**src/rtl/tmr8_pkg.sv**
```systemverilog
package tmr8_pkg;
    // divider phase of the internal instruction-cycle strobe
    typedef enum logic [1:0] {PH_A, PH_B, PH_C, PH_D} phase_t;
    // last synchronized level seen on the external pin
    typedef enum logic {LVL_LO, LVL_HI} lvl_t;
    // sticky overflow flag
    typedef enum logic {FLG_CLEAR, FLG_SET} flg_t;
endpackage

```
**src/rtl/tmr8_phase.sv**
```systemverilog
module tmr8_phase
    import tmr8_pkg::*;
(
    input  logic clk,
    input  logic rst_n,
    input  logic div4_sel,
    output logic int_tick
);
    phase_t ph_q, ph_d;

    always_ff @(posedge clk or negedge rst_n) begin
        if (!rst_n) ph_q <= PH_A;
        else        ph_q <= ph_d;
    end

    always_comb begin
        ph_d = ph_q;
        unique case (ph_q)
            PH_A: ph_d = PH_B;
            PH_B: ph_d = div4_sel ? PH_C : PH_A;
            PH_C: ph_d = PH_D;
            PH_D: ph_d = PH_A;
        endcase
    end

    always_comb begin
        int_tick = 1'b0;
        unique case (ph_q)
            PH_B:    int_tick = !div4_sel;
            PH_D:    int_tick = div4_sel;
            default: int_tick = 1'b0;
        endcase
    end
endmodule

```
**src/rtl/tmr8_edge.sv**
```systemverilog
module tmr8_edge
    import tmr8_pkg::*;
#(
    parameter int SYNC_N = 2
) (
    input  logic clk,
    input  logic rst_n,
    input  logic pin,
    input  logic fall_sel,
    output logic edge_tick
);
    logic [SYNC_N-1:0] sy_q;
    logic              lvl_now;
    lvl_t              st_q, st_d;

    generate
        if (SYNC_N == 1) begin : g_one
            always_ff @(posedge clk or negedge rst_n) begin
                if (!rst_n) sy_q <= '0;
                else        sy_q <= pin;
            end
        end else begin : g_chain
            always_ff @(posedge clk or negedge rst_n) begin
                if (!rst_n) sy_q <= '0;
                else        sy_q <= {sy_q[SYNC_N-2:0], pin};
            end
        end
    endgenerate

    assign lvl_now = sy_q[SYNC_N-1];

    always_ff @(posedge clk or negedge rst_n) begin
        if (!rst_n) st_q <= LVL_LO;
        else        st_q <= st_d;
    end

    always_comb begin
        st_d = st_q;
        unique case (st_q)
            LVL_LO: if (lvl_now)  st_d = LVL_HI;
            LVL_HI: if (!lvl_now) st_d = LVL_LO;
        endcase
    end

    always_comb begin
        edge_tick = 1'b0;
        unique case (st_q)
            LVL_LO: edge_tick = lvl_now && !fall_sel;
            LVL_HI: edge_tick = !lvl_now && fall_sel;
        endcase
    end
endmodule

```
**src/rtl/tmr8_presc.sv**
```systemverilog
module tmr8_presc #(
    parameter int RW = 3
) (
    input  logic          clk,
    input  logic          rst_n,
    input  logic          src_tick,
    input  logic          bypass,
    input  logic [RW-1:0] ratio,
    input  logic          clr,
    output logic          out_tick
);
    localparam int PW = 1 << RW;

    logic [PW-1:0] pre_q;
    logic [PW-1:0] mask;
    logic          hit;

    // k+1 low ones for ratio code k
    assign mask = {PW{1'b1}} >> (RW'(PW - 1) - ratio);
    assign hit  = (pre_q & mask) == mask;

    always_ff @(posedge clk or negedge rst_n) begin
        if (!rst_n)                  pre_q <= '0;
        else if (clr)                pre_q <= '0;
        else if (src_tick && !bypass) pre_q <= pre_q + PW'(1);
    end

    assign out_tick = src_tick && (bypass || hit);
endmodule

```
**src/rtl/tmr8_core.sv**
```systemverilog
module tmr8_core
    import tmr8_pkg::*;
#(
    parameter int CW = 8
) (
    input  logic          clk,
    input  logic          rst_n,
    input  logic          tick,
    input  logic          wr_en,
    input  logic [CW-1:0] wr_data,
    input  logic          ovf_clr,
    output logic [CW-1:0] count_q,
    output logic          ovf_flag
);
    localparam logic [CW-1:0] TOP = {CW{1'b1}};

    logic rollover;
    flg_t fl_q, fl_d;

    assign rollover = tick && !wr_en && (count_q == TOP);

    always_ff @(posedge clk or negedge rst_n) begin
        if (!rst_n)    count_q <= '0;
        else if (wr_en) count_q <= wr_data;
        else if (tick)  count_q <= count_q + CW'(1);
    end

    always_ff @(posedge clk or negedge rst_n) begin
        if (!rst_n) fl_q <= FLG_CLEAR;
        else        fl_q <= fl_d;
    end

    always_comb begin
        fl_d = fl_q;
        unique case (fl_q)
            FLG_CLEAR: if (rollover)             fl_d = FLG_SET;
            FLG_SET:   if (ovf_clr && !rollover) fl_d = FLG_CLEAR;
        endcase
    end

    always_comb begin
        ovf_flag = 1'b0;
        unique case (fl_q)
            FLG_CLEAR: ovf_flag = 1'b0;
            FLG_SET:   ovf_flag = 1'b1;
        endcase
    end
endmodule

```
**src/rtl/tmr8_unit.sv**
```systemverilog
module tmr8_unit #(
    parameter int CW     = 8,
    parameter int RW     = 3,
    parameter int SYNC_N = 2
) (
    input  logic          clk_osc,
    input  logic          rst_n,
    input  logic          ext_pin,
    input  logic          edge_fall,
    input  logic          src_ext,
    input  logic          div4_sel,
    input  logic          pre_bypass,
    input  logic [RW-1:0] pre_ratio,
    input  logic          wr_en,
    input  logic [CW-1:0] wr_data,
    input  logic          ovf_clr,
    output logic [CW-1:0] count_q,
    output logic          ovf_flag
);
    logic int_tick, ext_tick, src_tick, cnt_tick;

    tmr8_phase u_phase (
        .clk      (clk_osc),
        .rst_n    (rst_n),
        .div4_sel (div4_sel),
        .int_tick (int_tick)
    );

    tmr8_edge #(.SYNC_N(SYNC_N)) u_edge (
        .clk       (clk_osc),
        .rst_n     (rst_n),
        .pin       (ext_pin),
        .fall_sel  (edge_fall),
        .edge_tick (ext_tick)
    );

    assign src_tick = src_ext ? ext_tick : int_tick;

    tmr8_presc #(.RW(RW)) u_presc (
        .clk      (clk_osc),
        .rst_n    (rst_n),
        .src_tick (src_tick),
        .bypass   (pre_bypass),
        .ratio    (pre_ratio),
        .clr      (wr_en),
        .out_tick (cnt_tick)
    );

    tmr8_core #(.CW(CW)) u_core (
        .clk      (clk_osc),
        .rst_n    (rst_n),
        .tick     (cnt_tick),
        .wr_en    (wr_en),
        .wr_data  (wr_data),
        .ovf_clr  (ovf_clr),
        .count_q  (count_q),
        .ovf_flag (ovf_flag)
    );
endmodule

```
**config.mk**
```make
export PLATFORM = sky130hd
export DESIGN_NAME = tmr8_unit
export DESIGN_NICKNAME = d
export VERILOG_FILES = /design/src/rtl/tmr8_pkg.sv /design/src/rtl/tmr8_phase.sv /design/src/rtl/tmr8_edge.sv /design/src/rtl/tmr8_presc.sv /design/src/rtl/tmr8_core.sv /design/src/rtl/tmr8_unit.sv
export SDC_FILE = /design/constraint.sdc
export NUM_CORES = 1
export LEC_CHECK = 0
export ABC_AREA = 1
export BUFFER_PORTS_ARGS = -buffer_cell sky130_fd_sc_hd__buf_2
export CORE_UTILIZATION = 57
export CTS_CLUSTER_DIAMETER = 100
export DETAILED_ROUTE_END_ITERATION = 12
export PLACE_DENSITY_LB_ADDON = 0.25
export SLEW_MARGIN = 20
export SYNTH_ARGS = -nofsm -noshare
export SYNTH_HDL_FRONTEND = slang
export SYNTH_SLANG_ARGS = --single-unit
export TNS_END_PERCENT = 100
```
**constraint.sdc**
```tcl
create_clock -name clk_osc -period 3.6 [get_ports clk_osc]
set_input_delay 0.9 -clock clk_osc [delete_from_list [all_inputs] [get_ports clk_osc]]
set_output_delay 0.9 -clock clk_osc [all_outputs]
set_load 0.005 [all_outputs]
```
==> impl_results.md <==
* Most used flip-flop cell after synthesis: sky130_fd_sc_hd__dfrtp_1
* Number of antenna violations at the first check in global routing at 0
* Nature of the critical path endpoint: output pin
* Start of the worst register-to-register path: u_core.count_q[0]$_DFFE_PN0P_
* Final critical-path required period at 1.81 ns
* Total global routing overflow at 0
* Remaining number of nets flagged by the antenna check after routing at 0
* Headroom to the max-slew limit at 67.6%
* Average size of a mapped cell at 7.32 sq um
* Run status: completed
* Placed Area at 1510 sq um
* Crit. Startpoint: u_core.count_q[6]$_DFFE_PN0P_
* CTS tree: yes
* Max Freq at 553 MHz
* Number of enable-type register cells in the synthesized netlist at 0
* Slew of the pin with the lowest slew margin at 0.486 ns
* Leakage power at 0.845 nW
* Largest net degree at the start of global routing at 23
* Final weighted congestion of routability-driven global placement at 0.812
* Level count of the clock H-tree at 1
* Final Hold Fails at 0
* Cell breakdown of the critical path: buf_2
* Mapped Area at 1360 sq um
* Average routed wire per standard cell at 11.3 um
* Peak ir drop on the vdd network at 282 uV
* Synth Instances at 185
* First-pass GRT wire length at 4730 um
* DRC violation count after routing at 0
* Layout Cells excl Fill at 241
* Placed cell count at 237
* Number of buffers and inverters on the critical path at 1
* Launching element type of the critical path: flip-flop
* Area share of the largest cell type after synthesis at 40.6%
* Vias per cell at 5.15
* Sum of routed wire length over all layers at 2730 um
* Worst endpoint required time at 2.70 ns
* Clock latency on the worst-skew pair at 0.30 ns
* Delay of the slowest critical-path stage at 0.45 ns
* Horizontal die dimension at 50.8 um
* Half-perimeter wire length of the detailed placement result at 2100 um
* Resized Gates After CTS at 0
* Core Box Area at 2230 sq um
* Placement row count at 17
* DRT Pass-1 Iters at 4
* Power, Total at 552 uW
* Hold Crit Class: reg2reg
* Detailed router's first-iteration violation count at 24
* Number of distinct library cells after synthesis at 26
* Number of hold buffers added after cts at 0
* Top library cells by usage in the layout, fill and taps aside: 72 x sky130_fd_sc_hd__nand2_1, 28 x sky130_fd_sc_hd__buf_2, 22 x sky130_fd_sc_hd__dfrtp_1
* Setup-violating endpoint count in the final report at 0
* Critical-path cell with the highest stage delay: sky130_fd_sc_hd__dfrtp_1
* Register area share after synthesis at 40.6%
* Fin. max-slew vios at 0
* Worst hold path startpoint: u_edge.sy_q[0]$_DFF_PN0_
* Fraction of final layout cells with drive strength greater than 1 at 22.1%
* Max-Cap Viols at 0
* Post-synthesis net count at 207
* Family of cells with the greatest summed delay on the critical path: flip-flops
* Starting Density at 60.7%
* Top-Level Pins at 29
* Total inserted antenna cells at 0
* Area leader, netlist: sky130_fd_sc_hd__dfrtp_1
* Via count of the first global-routing pass at 1209
* Count of input and output buffers at 28
* Number of warnings issued by yosys at 0
* Layout Skew at 0.00304 ns
* Clock-pin transition on the worst setup and hold timing paths at 0.11 ns
* TritonCTS buffer count at 3
* Deepest clock path buffer count at 2
* Finished layout cell area at 1540 sq um
* Total via count after detailed routing at 1242
* Most common library cell in the layout ignoring fill and taps: sky130_fd_sc_hd__nand2_1
* Arrival time of the worst setup path at 0.91 ns
* Classification of the worst setup path: reg2out
* Master cell of the clock root buffer: sky130_fd_sc_hd__clkbuf_4
* Y dimension of the die at 50.8 um
* Count of buffers added by post-CTS timing repair for setup at 0
* Full die area at 2580 sq um
* Peak fanout along the critical path at 5
* Power per standard cell area at 358 nW/um^2
* Aggregate global-route resource usage at 24.1%
* Top cells by area in the synthesized netlist: sky130_fd_sc_hd__dfrtp_1 41%, sky130_fd_sc_hd__nand2_1 20%, sky130_fd_sc_hd__nand3_1 5.5%
* TritonCTS sink count at 22
* Setup repair after global routing missed its margin: false
* Setup_tns at 0 ns
* Layout Nets at 236
* Proportion of register bits with asynchronous set or reset after synthesis at 100%
* Area growth from synthesis to layout at 13.8%
* Synth Register Bits at 22
* Final critical-path share of the clock period at 50.2%
path summary, 6_finish.rpt:
| path | end | slack (ns) | cells after the start |
|---|---|---|---|
| setup / recovery | count_q[6] | 1.79 | 1 |
| hold / removal | u_edge.sy_q[1]$_DFF_PN0_ | 0.38 | 0 |
| setup reg to reg | u_core.count_q[6]$_DFFE_PN0P_ | 2.11 | 8 |
| hold reg to reg | u_edge.sy_q[1]$_DFF_PN0_ | 0.38 | 0 |
| max in group asynchronous | u_core.count_q[4]$_DFFE_PN0P_ | 2.74 | 1 |
| min in group asynchronous | async pin | 0.53 | 1 |
synth_stat cells, types with 3 or more instances:
master / instances
sky130_fd_sc_hd__dfrtp_1: 22
sky130_fd_sc_hd__inv_1: 13
sky130_fd_sc_hd__inv_2: 4
sky130_fd_sc_hd__nand2_1: 72
sky130_fd_sc_hd__nand2_2: 3
sky130_fd_sc_hd__nand3_1: 15
sky130_fd_sc_hd__nand3b_1: 3
sky130_fd_sc_hd__nand4_1: 4
sky130_fd_sc_hd__nor2_1: 15
sky130_fd_sc_hd__o21ai_0: 4
sky130_fd_sc_hd__xor2_1: 7
kinds of logic after synthesis:
logic type,synth area share (%)
xor gates and xnor gates,5.82
AOI/OAI and AO/OA,6.19
and+or+nand+nor,39.0
DFF,40.6
buffers and inverters,6.56
adders and majority gates,1.85
registers in the layout, summed over array words and instances, names as in the netlist, named ones only:
signal	flops
u_edge.sy_q	2
u_presc.pre_q	8
u_edge.st_q	1
u_core.fl_q	1
u_phase.ph_q	1
u_core.count_q	8
through the flow:
stage	setup slack [ns]	util, %	hold WS, ns
final	1.79	69.0	0.377
after CTS	1.78	69.0	0.381
after floorplan	1.90	-	0.331
after global routing	1.73	69.0	0.397
after detailed placement	1.58	67.4	0.342
after global placement	1.63	67.4	0.347
power breakdown:
group          switching [mW]  leakage [nW]  internal [mW]
logic                  0.0707         0.544         0.0532
clock network          0.0709        0.0210         0.0618
registers              0.0272         0.280          0.269
layer usage:
metal | GRT usage (%) | routed length (um) | vias up
met5 | 0 | 0 | -
met4 | 4.17 | 0 | 0
met3 | 5.76 | 118 | 0
met2 | 44.9 | 1420 | 32
met1 | 27.8 | 1200 | 569
li1 | - | - | 641
cell type report:
class                      count  area, sq um
multi-input combinational    142          716
fill                         195          692
sequential                    22          551
timing repair buffer          28          140
inverter                      17         63.8
clock buffer                   4         36.3
tap                           28         35.0
Power figures use the tool's default switching activity.
